==> config.mk <==
export PLATFORM = sky130hd
export DESIGN_NAME = irpw_capture
export DESIGN_NICKNAME = d
export VERILOG_FILES = /design/src/rtl/irpw_pkg.sv /design/src/rtl/irpw_sync.sv /design/src/rtl/irpw_demod.sv /design/src/rtl/irpw_tick.sv /design/src/rtl/irpw_meter.sv /design/src/rtl/irpw_fifo.sv /design/src/rtl/irpw_capture.sv
export SDC_FILE = /design/constraint.sdc
export NUM_CORES = 1
export LEC_CHECK = 0
export BUFFER_PORTS_ARGS = -buffer_cell sky130_fd_sc_hd__buf_2
export CAP_MARGIN = 20
export CORE_UTILIZATION = 28
export DETAILED_ROUTE_END_ITERATION = 6
export PLACE_DENSITY = 0.44
export SYNTH_ARGS = -nofsm -noshare
export SYNTH_HDL_FRONTEND = slang
export SYNTH_SLANG_ARGS = --single-unit
export TNS_END_PERCENT = 1
==> constraint.sdc <==
create_clock -name clk -period 4.61 [get_ports clk]
set_clock_uncertainty 0.15 [all_clocks]
set_input_delay 1.383 -clock clk [delete_from_list [all_inputs] [get_ports clk]]
set_output_delay 1.383 -clock clk [all_outputs]
set_load 0.02 [all_outputs]
==> src/rtl/irpw_pkg.sv <==
package irpw_pkg;
  localparam int unsigned CNT_W   = 16;
  localparam int unsigned ENTRY_W = CNT_W + 1;

  typedef logic [CNT_W-1:0]   cnt_t;
  typedef logic [ENTRY_W-1:0] entry_t;

  localparam cnt_t CNT_MAX = '1;

  // saturating increment of the pulse-width counter
  function automatic cnt_t sat_inc(input cnt_t c);
    return (c == CNT_MAX) ? c : c + cnt_t'(1);
  endfunction

  // level of the finished pulse on top, its width below
  function automatic entry_t pack_entry(input logic lvl, input cnt_t c);
    return {lvl, c};
  endfunction
endpackage

==> src/rtl/irpw_sync.sv <==
module irpw_sync #(
  parameter int unsigned STAGES = 2
) (
  input  logic clk,
  input  logic rst_n,
  input  logic din,
  output logic dout
);
  logic [STAGES-1:0] sh;

  generate
    if (STAGES == 1) begin : g_one
      always_ff @(posedge clk or negedge rst_n)
        if (!rst_n) sh <= '0;
        else        sh <= din;
    end else begin : g_chain
      always_ff @(posedge clk or negedge rst_n)
        if (!rst_n) sh <= '0;
        else        sh <= {sh[STAGES-2:0], din};
    end
  endgenerate

  assign dout = sh[STAGES-1];
endmodule

==> src/rtl/irpw_demod.sv <==
module irpw_demod #(
  parameter int unsigned CARRIER_WIN = 16,
  parameter int unsigned SPACE_TMO   = 32
) (
  input  logic clk,
  input  logic rst_n,
  input  logic din,
  input  logic en,
  output logic level,
  output logic edg_o,
  output logic mark_o
);
  localparam int unsigned GAP_W = $clog2(SPACE_TMO + 1);

  logic             din_d;
  logic [GAP_W-1:0] gap;
  logic             mark;
  logic             edg;

  assign edg = din ^ din_d;

  always_ff @(posedge clk or negedge rst_n) begin
    if (!rst_n) begin
      din_d <= 1'b0;
      gap   <= GAP_W'(SPACE_TMO);
      mark  <= 1'b0;
    end else begin
      din_d <= din;
      if (edg)
        gap <= '0;
      else if (gap != GAP_W'(SPACE_TMO))
        gap <= gap + GAP_W'(1);
      if (edg && (gap < GAP_W'(CARRIER_WIN)))
        mark <= 1'b1;
      else if (!edg && (gap == GAP_W'(SPACE_TMO - 1)))
        mark <= 1'b0;
    end
  end

  assign level  = en ? mark : din;
  assign edg_o  = edg;
  assign mark_o = mark;
endmodule

==> src/rtl/irpw_tick.sv <==
module irpw_tick #(
  parameter int unsigned DIV_W = 16
) (
  input  logic             clk,
  input  logic             rst_n,
  input  logic [DIV_W-1:0] div_val,
  output logic             tick
);
  logic [DIV_W-1:0] dc;

  assign tick = (dc >= div_val);

  always_ff @(posedge clk or negedge rst_n)
    if (!rst_n)    dc <= '0;
    else if (tick) dc <= '0;
    else           dc <= dc + DIV_W'(1);
endmodule

==> src/rtl/irpw_meter.sv <==
module irpw_meter
  import irpw_pkg::*;
(
  input  logic   clk,
  input  logic   rst_n,
  input  logic   level,
  input  logic   tick,
  output logic   push,
  output entry_t push_data,
  output cnt_t   cnt_o,
  output logic   trans_o
);
  logic lvl_q;
  cnt_t cnt;
  logic trans;

  assign trans = level ^ lvl_q;

  always_ff @(posedge clk or negedge rst_n) begin
    if (!rst_n) begin
      lvl_q <= 1'b0;
      cnt   <= '0;
    end else begin
      lvl_q <= level;
      if (trans)
        cnt <= cnt_t'(tick);
      else if (tick)
        cnt <= sat_inc(cnt);
    end
  end

  assign push      = trans;
  assign push_data = pack_entry(lvl_q, cnt);
  assign cnt_o     = cnt;
  assign trans_o   = trans;
endmodule

==> src/rtl/irpw_fifo.sv <==
module irpw_fifo #(
  parameter int unsigned DEPTH = 16,
  parameter int unsigned W     = 17
) (
  input  logic                       clk,
  input  logic                       rst_n,
  input  logic                       wr_en,
  input  logic [W-1:0]               wr_data,
  input  logic                       rd_en,
  output logic [W-1:0]               rd_data,
  output logic                       empty,
  output logic                       full,
  output logic [$clog2(DEPTH+1)-1:0] fill
);
  localparam int unsigned AW = (DEPTH > 1) ? $clog2(DEPTH) : 1;
  localparam int unsigned FW = $clog2(DEPTH + 1);

  logic [W-1:0]  mem [DEPTH];
  logic [AW-1:0] wp, rp;
  logic [FW-1:0] cnt;
  logic          do_wr, do_rd;

  function automatic logic [AW-1:0] nxt(input logic [AW-1:0] p);
    return (p == AW'(DEPTH - 1)) ? '0 : p + AW'(1);
  endfunction

  assign empty = (cnt == '0);
  assign full  = (cnt == FW'(DEPTH));
  assign do_wr = wr_en && !full;
  assign do_rd = rd_en && !empty;

  always_ff @(posedge clk)
    if (do_wr) mem[wp] <= wr_data;

  always_ff @(posedge clk or negedge rst_n) begin
    if (!rst_n) begin
      wp  <= '0;
      rp  <= '0;
      cnt <= '0;
    end else begin
      if (do_wr) wp <= nxt(wp);
      if (do_rd) rp <= nxt(rp);
      case ({do_wr, do_rd})
        2'b10:   cnt <= cnt + FW'(1);
        2'b01:   cnt <= cnt - FW'(1);
        default: cnt <= cnt;
      endcase
    end
  end

  assign rd_data = mem[rp];
  assign fill    = cnt;
endmodule

==> src/rtl/irpw_capture.sv <==
module irpw_capture
  import irpw_pkg::*;
#(
  parameter int unsigned FIFO_DEPTH  = 16,
  parameter int unsigned DIV_W       = 16,
  parameter int unsigned SYNC_STAGES = 2,
  parameter int unsigned CARRIER_WIN = 16,
  parameter int unsigned SPACE_TMO   = 32
) (
  input  logic               clk,
  input  logic               rst_n,
  input  logic               ir_in,
  input  logic               demod_en,
  input  logic [DIV_W-1:0]   div_val,
  input  logic               rd_en,
  output logic [ENTRY_W-1:0] rd_data,
  output logic               rd_valid,
  input  logic               rx_irq_en,
  input  logic               ovr_irq_en,
  input  logic               ovr_clr,
  output logic               rx_irq,
  output logic               ovr_irq
);
  localparam int unsigned FW = $clog2(FIFO_DEPTH + 1);

  // named internal events, observed by the bound checker
  logic          sync_q;
  logic          level;
  logic          dem_edge;
  logic          dem_mark;
  logic          tick;
  logic          push;
  logic          trans;
  entry_t        push_data;
  cnt_t          width_cnt;
  logic          fifo_empty;
  logic          fifo_full;
  logic [FW-1:0] fifo_fill;
  logic          ovf;
  logic          ovf_event;

  irpw_sync #(.STAGES(SYNC_STAGES)) u_sync (
    .clk  (clk),
    .rst_n(rst_n),
    .din  (ir_in),
    .dout (sync_q)
  );

  irpw_demod #(.CARRIER_WIN(CARRIER_WIN), .SPACE_TMO(SPACE_TMO)) u_demod (
    .clk   (clk),
    .rst_n (rst_n),
    .din   (sync_q),
    .en    (demod_en),
    .level (level),
    .edg_o (dem_edge),
    .mark_o(dem_mark)
  );

  irpw_tick #(.DIV_W(DIV_W)) u_tick (
    .clk    (clk),
    .rst_n  (rst_n),
    .div_val(div_val),
    .tick   (tick)
  );

  irpw_meter u_meter (
    .clk      (clk),
    .rst_n    (rst_n),
    .level    (level),
    .tick     (tick),
    .push     (push),
    .push_data(push_data),
    .cnt_o    (width_cnt),
    .trans_o  (trans)
  );

  irpw_fifo #(.DEPTH(FIFO_DEPTH), .W(ENTRY_W)) u_fifo (
    .clk    (clk),
    .rst_n  (rst_n),
    .wr_en  (push),
    .wr_data(push_data),
    .rd_en  (rd_en),
    .rd_data(rd_data),
    .empty  (fifo_empty),
    .full   (fifo_full),
    .fill   (fifo_fill)
  );

  assign ovf_event = push && fifo_full;

  always_ff @(posedge clk or negedge rst_n)
    if (!rst_n)         ovf <= 1'b0;
    else if (ovf_event) ovf <= 1'b1;
    else if (ovr_clr)   ovf <= 1'b0;

  assign rd_valid = !fifo_empty;
  assign rx_irq   = rx_irq_en && !fifo_empty;
  assign ovr_irq  = ovr_irq_en && ovf;
endmodule

==> run_results.csv, run 1 <==
group,metric,value,unit
clock_tree,clock_path_buffers,3,
power,p_comb_frac,0.294,
clock_tree,cts_buffers,38,
worst_hold_path,hold_end,"u_sync.sh[1]",
sta,hold_viol,0,
floorplan,core,0.0481,mm^2
power,ir_worst_vdd,0.255,mV
clock_tree,insertion_delay,0.54,ns
sta,finalCriticalPeriod,4.26,ns
sta,worst_pin_slew,0.836,ns
clock_tree,post_cts_resized,0,
detailed_routing,wl,33500,um
finish,layout.nets,1018,
worst_hold_path,hold_path.class,"reg2reg",
sta,period_share,0.924,
power,clkPwrFrac,0.301,
run_status,status,"complete, no violations",
placed_design,gp_congestion,0.728,
detailed_routing,route.detailed.drc,0,
finish,final_cells,1646,
setup_path,start_kind,"register",
detailed_routing,ant_nets,0,
detailed_routing,first_iter_violations,419,
finish,final_cell_mix,"edfxtp_1, mux2i_1, nand2_1",
finish,area_growth,17.3,%
yosys,synth.top_cells.by_area,"edfxtp_1, dfrtp_1, mux4_2, mux2i_1, ha_1",
sta,final_max_slew_viol_count,0,
setup_path,worstPathRequired,3.08,ns
placed_design,io_buffer_count,43,
yosys,ys_ff_latch,329,
yosys,yosysSeqAreaShare,0.696,
detailed_routing,dr.pass1.iters,4,
power,p_int,6.16,mW
floorplan,initial_core_util,0.286,
power,p_leak,5.94,nW
setup_path,rr_worst_depth,11,
setup_path,end_kind,"output pin",
sta,fmax,0.235,GHz
global_routing,grt_max_degree,42,
floorplan,placementRows,80,
power,power_density,573,mW/mm^2
yosys,yosys_warnings,0,
clock_tree,clock_tree.root_cell,"clkbuf_16",
yosys,async_reset_ff_frac,0.173,
floorplan,io_pins,44,
global_routing,gr-total-overflow,0,
setup_path,cp_max_fo,25,
sta,rsz0062_at_grt,"false",
finish,drive_gt1_frac,0.210,
placed_design,dp.cells,1580,
yosys,avgSynthCellArea,15.7,um^2
global_routing,antenna_found_initial,0,
yosys,syn_inst,881,
finish,diodes,0,
placed_design,post-place-ws,0.608,ns
clock_tree,tritoncts,"done",
sta,slew_headroom,0.441,
yosys,synth_ff_type,"edfxtp_1",
yosys,ys_types,53,
clock_tree,cts_hold_buf,0,
floorplan,die_h,224,um
global_routing,grt_pass1_wl,50800,um
setup_path,r2r_end,"u_fifo.fill[4]",
finish,layout_commonest_cell,"edfxtp_1",
detailed_routing,vias,7547,
global_routing,grt_pass1_vias,7920,
yosys,synth_edf_count,272,
yosys,syn-cell-area,0.0138,mm^2
setup_path,arrival,2.73,ns
clock_tree,cts_num_sinks,329,
setup_path,reg2reg_slack,1.26,ns
floorplan,die_w,224,um
sta,setup-violations-final,0,
worst_hold_path,hold_start,"u_sync.sh[0]",
flow_run,drv_cap,0,
detailed_routing,wire_per_inst,20.3,um
detailed_routing,vias_per_cell,4.59,
yosys,yosys.area.top_type,"edfxtp_1",
sta,timing.setup.tns,0,ns
power,pwr-share-seq,0.406,
setup_path,timing.rr.start,"u_fifo.fill[0]",
global_routing,grt_usage,0.138,
clock_tree,post_cts_buffers,0,
power,swShare,0.335,
setup_path,path_class,"reg2out",
sta,fin_ws,0.351,ns
placed_design,hpwl,19900,um
power,p_sw,3.11,mW
floorplan,die-area,0.0502,mm^2
clock_tree,cts.clk_slew.worst_paths,0.05,ns
clock_tree,htreeDepth,2,
yosys,synth_top_cell_area_share,0.592,
yosys,synth_fp_nets,935,
worst_hold_path,hold_depth,0,
finish,nFillCells,4671,
## logic make-up after synthesis
logic type / count (synthesis) / share of synthesized area
compound gates: 136 / 0.0640
xor+xnor: 28 / 0.0178
fa+ha+maj: 30 / 0.0278
buf+inv: 69 / 0.0210
flops: 329 / 0.696
mux: 110 / 0.112
simple gates: 179 / 0.0619
## metal layers
layer	share of wire	track usage	wire, um	vias up
met3	0.043	0.0243	1430	40
li1	-	-	-	3574
met2	0.47	0.228	15900	134
met1	0.47	0.183	15600	3799
met5	0	0	0	-
met4	0.019	0.0418	620	0
## critical path, stage by stage (launching register included)
cell and delay (ns):
dfrtp_1 0.54, buf_4 0.26, and2_1 0.14, buf_4 0.25, a221oi_1 0.51, a22oi_1 0.17
nand2_1 0.11, buf_2 0.17
## registers in the layout, indices dropped and copies added, names as in the netlist
register        flops
u_sync.sh           2
u_fifo.mem        272
u_demod.gap         6
u_fifo.fill         5
u_fifo.wp           4
u_meter.cnt_o      16
u_fifo.rp           4
u_meter.lvl_q       1
u_demod.din_d       1
u_demod.mark_o      1
ovf                 1
u_tick.dc          16
## layout make-up
class | count | area, um^2 | share of cell area
sequential | 329 | 9600 | 0.593
tap | 656 | 821 | 0.0507
clock buffer | 47 | 985 | 0.0608
timing repair buffer | 82 | 533 | 0.0329
multi-input combinational | 483 | 3970 | 0.246
inverter | 30 | 113 | 0.00696
clock inverter | 19 | 160 | 0.00989
## synthesized netlist by cell type (all sizes together) (2+ instances only)
cell type    n
o21ai       39
mux4        34
nand4        7
nand3       19
a41o         2
edfxtp     272
a21o         3
mux2        15
buf         19
nor4         7
nand2       60
nor2b        3
and2         8
dfrtp       56
xor2        15
a311oi       2
and3        10
xnor2       13
a31oi        7
clkbuf      20
a221oi      17
a211oi       3
a22oi       18
mux2i       61
o31ai        2
nand2b       7
o41ai        2
a31o         3
nor2        44
inv         30
a21oi       35
nor3         8
ha          29
## power groups by stage
| stage | sequential, mW | combinational [mW] | clock (mW) |
|---|---|---|---|
| 6_report | 3.76 | 2.73 | 2.79 |
| 5_1_grt | 3.80 | 3.01 | 3.00 |
| 4_1_cts | 3.76 | 2.81 | 2.87 |
| 3_5_place_dp | 3.82 | 2.80 | 0 |
| 3_3_place_gp | 3.82 | 2.80 | 0 |
| 2_1_floorplan | 3.69 | 1.92 | 0 |
## stage by stage
| step | power, mW | utilization | hold slack, ns | instance area [um^2] |
|---|---|---|---|---|
| floorplan | 5.61 | - | 0.181 | 13800 |
| global route | 9.81 | 0.336 | 0.207 | 16200 |
| finish | 9.27 | 0.336 | 0.196 | 16200 |
| CTS | 9.45 | 0.336 | 0.199 | 16200 |
| detailed placement | 6.63 | 0.312 | 0.192 | 15000 |
| global placement | 6.62 | 0.312 | 0.183 | 15000 |
## worst max path at each step
stage	startpoint	endpoint	slack, ns	depth (start not counted)
after detailed placement	demod_en	u_fifo.fill[4]	0.61	13
final	u_fifo.rp[2]	rd_data[1]	0.35	7
after global routing	u_fifo.rp[2]	rd_data[10]	0.19	6
after floorplan	demod_en	u_fifo.mem[3][0]	0.05	5
after CTS	u_fifo.rp[2]	rd_data[16]	0.31	6
after global placement	demod_en	u_fifo.fill[4]	0.60	13
Note: power is estimated with default switching activity, not from simulation.
==> run 2: changes to the inputs <==
--- a/config.mk
+++ b/config.mk
@@ -7,10 +7,8 @@
 export LEC_CHECK = 0
 export BUFFER_PORTS_ARGS = -buffer_cell sky130_fd_sc_hd__buf_2
 export CAP_MARGIN = 20
-export CORE_UTILIZATION = 28
+export CORE_UTILIZATION = 43
 export DETAILED_ROUTE_END_ITERATION = 6
-export PLACE_DENSITY = 0.44
 export SYNTH_ARGS = -nofsm -noshare
 export SYNTH_HDL_FRONTEND = slang
 export SYNTH_SLANG_ARGS = --single-unit
-export TNS_END_PERCENT = 1
==> run 2 against run 1 <==
- critical endpoint is now rd_data[12]
- sequential power increased by 3%
- global-route usage grew 4.5 points
- clock power is 7% lower
- final area is 2.0% lower
- critical path type unchanged
- critical path depth is 2 lower
- sequential share of layout area up 1.2 points
==> run_results.csv, run 2 (same netlist as run 1, synthesis figures left out) <==
group,metric,value,unit
clock_tree,htreeDepth,2,
power,pwr-share-seq,0.426,
clock_tree,cts_num_sinks,329,
finish,layout_commonest_cell,"edfxtp_1",
global_routing,grt_pass1_vias,7658,
finish,area_growth,14.9,%
sta,rsz0062_at_grt,"false",
run_status,status,"complete, no violations",
setup_path,crit_chain,"buf_12 > mux4_2 > a22oi_1 > nand2_1 > buf_2",
clock_tree,cts_hold_buf,0,
power,swShare,0.322,
global_routing,grt_max_degree,33,
placed_design,hpwl,18200,um
floorplan,die_h,181,um
detailed_routing,ant_nets,0,
sta,finalCriticalPeriod,4.22,ns
worst_hold_path,hold_path.class,"reg2reg",
detailed_routing,wire_per_inst,20.8,um
detailed_routing,wl,28900,um
clock_tree,clock_path_buffers,3,
sta,final_max_slew_viol_count,0,
finish,diodes,0,
global_routing,grt_usage,0.183,
finish,largest_register_ffs,272,
setup_path,worstPathRequired,3.08,ns
detailed_routing,route.detailed.drc,0,
flow_run,drv_cap,0,
clock_tree,post_cts_buffers,0,
power,p_leak,5.92,nW
power,clkPwrFrac,0.287,
setup_path,path_class,"reg2out",
global_routing,gr-total-overflow,0,
floorplan,die_w,181,um
sta,hold_viol,0,
detailed_routing,dr.pass1.iters,5,
clock_tree,cts.clk_slew.worst_paths,0.06,ns
finish,layout.nets,1017,
floorplan,die-area,0.0328,mm^2
power,p_int,6.14,mW
clock_tree,insertion_delay,0.51,ns
global_routing,grt_pass1_wl,45500,um
sta,worst_pin_slew,0.927,ns
setup_path,end_kind,"output pin",
floorplan,io_pins,44,
clock_tree,cts_buffers,35,
sta,period_share,0.916,
power,p_comb_frac,0.287,
global_routing,antenna_found_initial,0,
setup_path,slowest_delay,0.83,ns
clock_tree,tritoncts,"done",
power,power_density,571,mW/mm^2
finish,final_cell_mix,"edfxtp_1, mux2i_1, nand2_1",
sta,slew_headroom,0.378,
detailed_routing,vias_per_cell,5.40,
sta,timing.setup.tns,0,ns
finish,regMostFlops,"u_fifo.mem",
sta,fmax,0.237,GHz
sta,setup-violations-final,0,
power,ir_worst_vdd,0.301,mV
detailed_routing,first_iter_violations,526,
placed_design,gp_congestion,0.758,
sta,fin_ws,0.385,ns
setup_path,critPathSlowestCell,"dfrtp_4",
floorplan,placementRows,65,
finish,drive_gt1_frac,0.210,
setup_path,arrival,2.69,ns
placed_design,io_buffer_count,43,
clock_tree,post_cts_resized,0,
placed_design,post-place-ws,0.453,ns
floorplan,initial_core_util,0.437,
detailed_routing,vias,7497,
power,p_sw,2.91,mW
setup_path,start_kind,"register",
floorplan,core,0.0316,mm^2
setup_path,cp_max_fo,32,
clock_tree,clock_tree.root_cell,"clkbuf_16",
run 2: through the flow:
stage,power (mW),cell area (um^2),hold WS (ns),util,std cells
global placement,6.53,14800,0.183,0.469,1328
CTS,9.17,15900,0.204,0.502,1388
detailed placement,6.56,14800,0.190,0.469,1328
finish,9.06,15900,0.200,0.502,1388
floorplan,5.61,13800,0.181,-,881
global route,9.50,15900,0.203,0.502,1388
run 2: power groups by stage:
stage               combinational (mW)  clock (mW)  sequential (mW)
floorplan                         1.92           0             3.69
global placement                  2.61           0             3.92
detailed placement                2.63           0             3.93
CTS                               2.65        2.66             3.87
global route                      2.84        2.76             3.91
finish                            2.60        2.60             3.86
run 2: worst paths after layout:
check,from,endpoint,slack (ns),cells past startpoint
setup / recovery,u_fifo.rp[0],rd_data[12],0.39,5
hold / removal,u_sync.sh[0],u_sync.sh[1],0.20,0
setup reg to reg,u_fifo.fill[0],u_fifo.fill[4],1.27,11
hold reg to reg,u_sync.sh[0],u_sync.sh[1],0.20,0
max in group asynchronous,rst_n,u_demod.gap[5],2.75,2
min in group asynchronous,rst_n,u_demod.gap[0],0.81,1
run 2: area by class of cell:
type	count	area, um^2
inverter	30	113
multi-input combinational	483	3970
clock inverter	18	136
tap	402	503
sequential	329	9600
timing repair buffer	84	623
fill	2641	15700
clock buffer	42	912
run 2: worst max-delay path, delay by kind of cell, from the launching register on:
| family | cells | cell delay [ns] |
|---|---|---|
| multiplexers | 1 | 0.57 |
| flip-flops | 1 | 0.83 |
| AND/OR/NAND/NOR | 1 | 0.11 |
| AO/OA/AOI/OAI | 1 | 0.21 |
| buffers and inverters | 2 | 0.45 |
run 2: per-layer routing:
metal | GRT usage | up-vias | share of wire
met4 | 0.0481 | 0 | 0.017
met1 | 0.255 | 3741 | 0.46
met2 | 0.298 | 147 | 0.48
met3 | 0.0292 | 37 | 0.040
met5 | 0 | - | 0
li1 | - | 3572 | -
==> run 3: changes to the inputs <==
--- a/config.mk
+++ b/config.mk
@@ -5,10 +5,12 @@
 export SDC_FILE = /design/constraint.sdc
 export NUM_CORES = 1
 export LEC_CHECK = 0
+export ABC_AREA = 1
 export BUFFER_PORTS_ARGS = -buffer_cell sky130_fd_sc_hd__buf_2
 export CAP_MARGIN = 20
 export CORE_UTILIZATION = 43
 export DETAILED_ROUTE_END_ITERATION = 6
+export SKIP_LAST_GASP = 1
 export SYNTH_ARGS = -nofsm -noshare
 export SYNTH_HDL_FRONTEND = slang
 export SYNTH_SLANG_ARGS = --single-unit
==> run 3 against run 2 <==
- non-clock buffer count fell by 9
- maximum frequency decreased by 1.5%
- hold slack gained 0.014 ns
- routed wire length rose by 21%
- core utilization shrank 0.092 points
- combinational power rose by 18%
- first-iteration DRC count up 110%
- power up 9.1%
- via count is 30% higher
- worst setup slack lost 0.066 ns
- sequential share of layout area fell by 1.9 points
- clock power grew 15%
- critical path type unchanged
==> run_results.csv, run 3 <==
group,metric,value,unit
sta,hold_viol,0,
yosys,synth_edf_count,272,
setup_path,arrival,2.76,ns
clock_tree,cts_hold_buf,0,
run_status,status,"complete, no violations",
clock_tree,cts_buffers,35,
sta,worst_pin_slew,0.930,ns
global_routing,grt_pass1_vias,9384,
sta,finalCriticalPeriod,4.29,ns
finish,layout.nets,1409,
floorplan,core,0.0326,mm^2
yosys,ys_ff_latch,329,
yosys,synth.top_cells.by_count,"edfxtp_1, nor2_1, nand2_1, o21ai_0, inv_1",
finish,nFillCells,2885,
yosys,synth_fp_nets,1355,
detailed_routing,wl,35100,um
clock_tree,insertion_delay,0.52,ns
setup_path,endpoint,"rd_data[7]",
yosys,async_reset_ff_frac,0.173,
global_routing,antenna_found_initial,0,
sta,timing.setup.tns,0,ns
floorplan,die_w,184,um
floorplan,die-area,0.0340,mm^2
finish,layout_commonest_cell,"edfxtp_1",
sta,fmax,0.233,GHz
yosys,synth_top_cell_area_share,0.571,
sta,period_share,0.931,
setup_path,cp_max_fo,34,
setup_path,path_class,"reg2out",
sta,slew_headroom,0.379,
setup_path,timing.rr.start,"u_fifo.fill[0]",
floorplan,placementRows,66,
setup_path,crit_cells,9,
finish,stdcell_area,0.0164,mm^2
floorplan,die_h,184,um
clock_tree,cts.clk_slew.worst_paths,0.06,ns
sta,rsz0062_at_grt,"false",
global_routing,grt_max_degree,120,
finish,drive_gt1_frac,0.115,
setup_path,end_kind,"output pin",
power,ir_worst_vdd,0.316,mV
setup_path,reg2reg_slack,1.69,ns
power,p_int,6.33,mW
sta,fin_ws,0.319,ns
detailed_routing,route.detailed.drc,0,
yosys,synth_most_common_cell,"edfxtp_1",
power,power_density,604,mW/mm^2
setup_path,crit_chain,"inv_4 > buf_4 > nor2_1 > nor2_1 > o21ai_0 > o21ai_0 > nor2_1 > o22ai_1 > buf_2",
setup_path,cp-startpoint,"u_fifo.rp[0]",
clock_tree,clock_path_buffers,3,
detailed_routing,dr.pass1.iters,5,
clock_tree,post_cts_buffers,0,
power,p_comb_frac,0.311,
detailed_routing,ant_nets,0,
setup_path,critPathTopFamily,"buffers and inverters",
yosys,yosys_warnings,0,
finish,regMostFlops,"u_fifo.mem",
sta,final_max_slew_viol_count,0,
setup_path,cp_common_cell,"nor2_1",
yosys,ys_types,39,
floorplan,io_pins,44,
yosys,synth.top_cells.by_area,"edfxtp_1, dfrtp_1, nor2_1, nand2_1, o21ai_0",
yosys,yosysSeqAreaShare,0.671,
detailed_routing,vias,9776,
setup_path,crit_buf_inv,3,
placed_design,postPlaceCellArea,0.0151,mm^2
power,swShare,0.359,
placed_design,gp_congestion,0.778,
detailed_routing,vias_per_cell,5.36,
finish,largest_register_ffs,272,
setup_path,r2r_end,"u_fifo.fill[4]",
global_routing,grt_pass1_wl,53700,um
detailed_routing,first_iter_violations,1103,
finish,diodes,0,
finish,final_cell_mix,"edfxtp_1, nand2_1, nor2_1",
worst_hold_path,hold_path.class,"reg2reg",
setup_path,critPathSlowestCell,"dfrtp_4",
global_routing,gr-total-overflow,0,
flow_run,drv_cap,0,
placed_design,io_buffer_count,43,
clock_tree,htreeDepth,2,
setup_path,slowest_delay,0.62,ns
finish,area_growth,14.4,%
power,pwr-share-seq,0.387,
floorplan,initial_core_util,0.438,
clock_tree,post_cts_resized,0,
detailed_routing,wire_per_inst,19.2,um
yosys,syn-cell-area,0.0143,mm^2
clock_tree,cts_num_sinks,329,
yosys,avgSynthCellArea,11.0,um^2
power,p_leak,6.23,nW
setup_path,rr_worst_depth,11,
setup_path,start_kind,"register",
setup_path,worstPathRequired,3.08,ns
global_routing,grt_usage,0.211,
power,clkPwrFrac,0.303,
yosys,syn_inst,1301,
clock_tree,tritoncts,"done",
placed_design,post-place-ws,0.828,ns
placed_design,hpwl,19200,um
sta,setup-violations-final,0,
yosys,synth_ff_type,"edfxtp_1",
clock_tree,clock_tree.root_cell,"clkbuf_16",
power,p_sw,3.55,mW
yosys,yosys.area.top_type,"edfxtp_1",
## run 3: cell count changes in the layout (fill, tap and decap cells not counted), sizes merged, moves of 17 or more
| cell | previous run | this run |
|---|---|---|
| nand3 | 19 | 78 |
| a22oi | 18 | 0 |
| nor2 | 44 | 224 |
| inv | 31 | 89 |
| a221oi | 17 | 0 |
| nand2 | 60 | 216 |
| mux4 | 34 | 0 |
| o21ai | 39 | 121 |
| mux2i | 61 | 0 |
| o22ai | 1 | 27 |
## run 3: cells by family (layout without fill, tap and decap cells)
group,count (synthesis),count (layout),synth area share
adders and majority gates,30,30,0.0268
and+or+nand+nor,546,546,0.159
AOI/OAI and AO/OA,232,232,0.0919
buffers and inverters,147,227,0.0412
DFF,329,329,0.671
xor gates and xnor gates,17,17,0.0104
## run 3: how the worst min path moves through the flow
stage / from / to / slack, ns / cells past startpoint
2_1_floorplan: u_sync.sh[0] / u_sync.sh[1] / 0.18 / 0
3_3_place_gp: u_sync.sh[0] / u_sync.sh[1] / 0.18 / 0
3_5_place_dp: u_sync.sh[0] / u_sync.sh[1] / 0.19 / 0
4_1_cts: u_sync.sh[0] / u_sync.sh[1] / 0.21 / 0
5_1_grt: u_sync.sh[0] / u_sync.sh[1] / 0.23 / 0
6_report: u_sync.sh[0] / u_sync.sh[1] / 0.21 / 0
## run 3: cell type report
| class | instances | area (um^2) | share of cell area |
|---|---|---|---|
| multi-input cells | 825 | 4160 | 0.255 |
| clock buffers | 43 | 937 | 0.0573 |
| inverters | 89 | 337 | 0.0206 |
| flip-flops and latches | 329 | 9600 | 0.587 |
| repair buffers | 75 | 480 | 0.0294 |
| clock inverters | 20 | 287 | 0.0175 |
| well taps | 442 | 553 | 0.0338 |
## run 3: power groups by stage
stage | clock [mW] | sequential, mW | combinational, mW
6_report | 2.99 | 3.82 | 3.07
5_1_grt | 3.15 | 3.86 | 3.42
2_1_floorplan | 0 | 3.77 | 2.07
4_1_cts | 3.03 | 3.82 | 3.11
3_3_place_gp | 0 | 3.87 | 3.05
3_5_place_dp | 0 | 3.88 | 3.08
## run 3: routing by layer
| metal | wire, um | track usage |
|---|---|---|
| met2 | 16700 | 0.347 |
| met1 | 15300 | 0.285 |
| met3 | 2210 | 0.0352 |
| met5 | 0 | 0 |
| met4 | 813 | 0.0667 |
## run 3: through the flow
stage | utilization | hold slack (ns) | instances | power, mW
2_1_floorplan | - | 0.181 | 1301 | 5.84
4_1_cts | 0.501 | 0.215 | 1823 | 9.96
6_report | 0.501 | 0.214 | 1823 | 9.88
3_5_place_dp | 0.464 | 0.195 | 1760 | 6.97
5_1_grt | 0.501 | 0.226 | 1823 | 10.4
3_3_place_gp | 0.464 | 0.183 | 1760 | 6.92
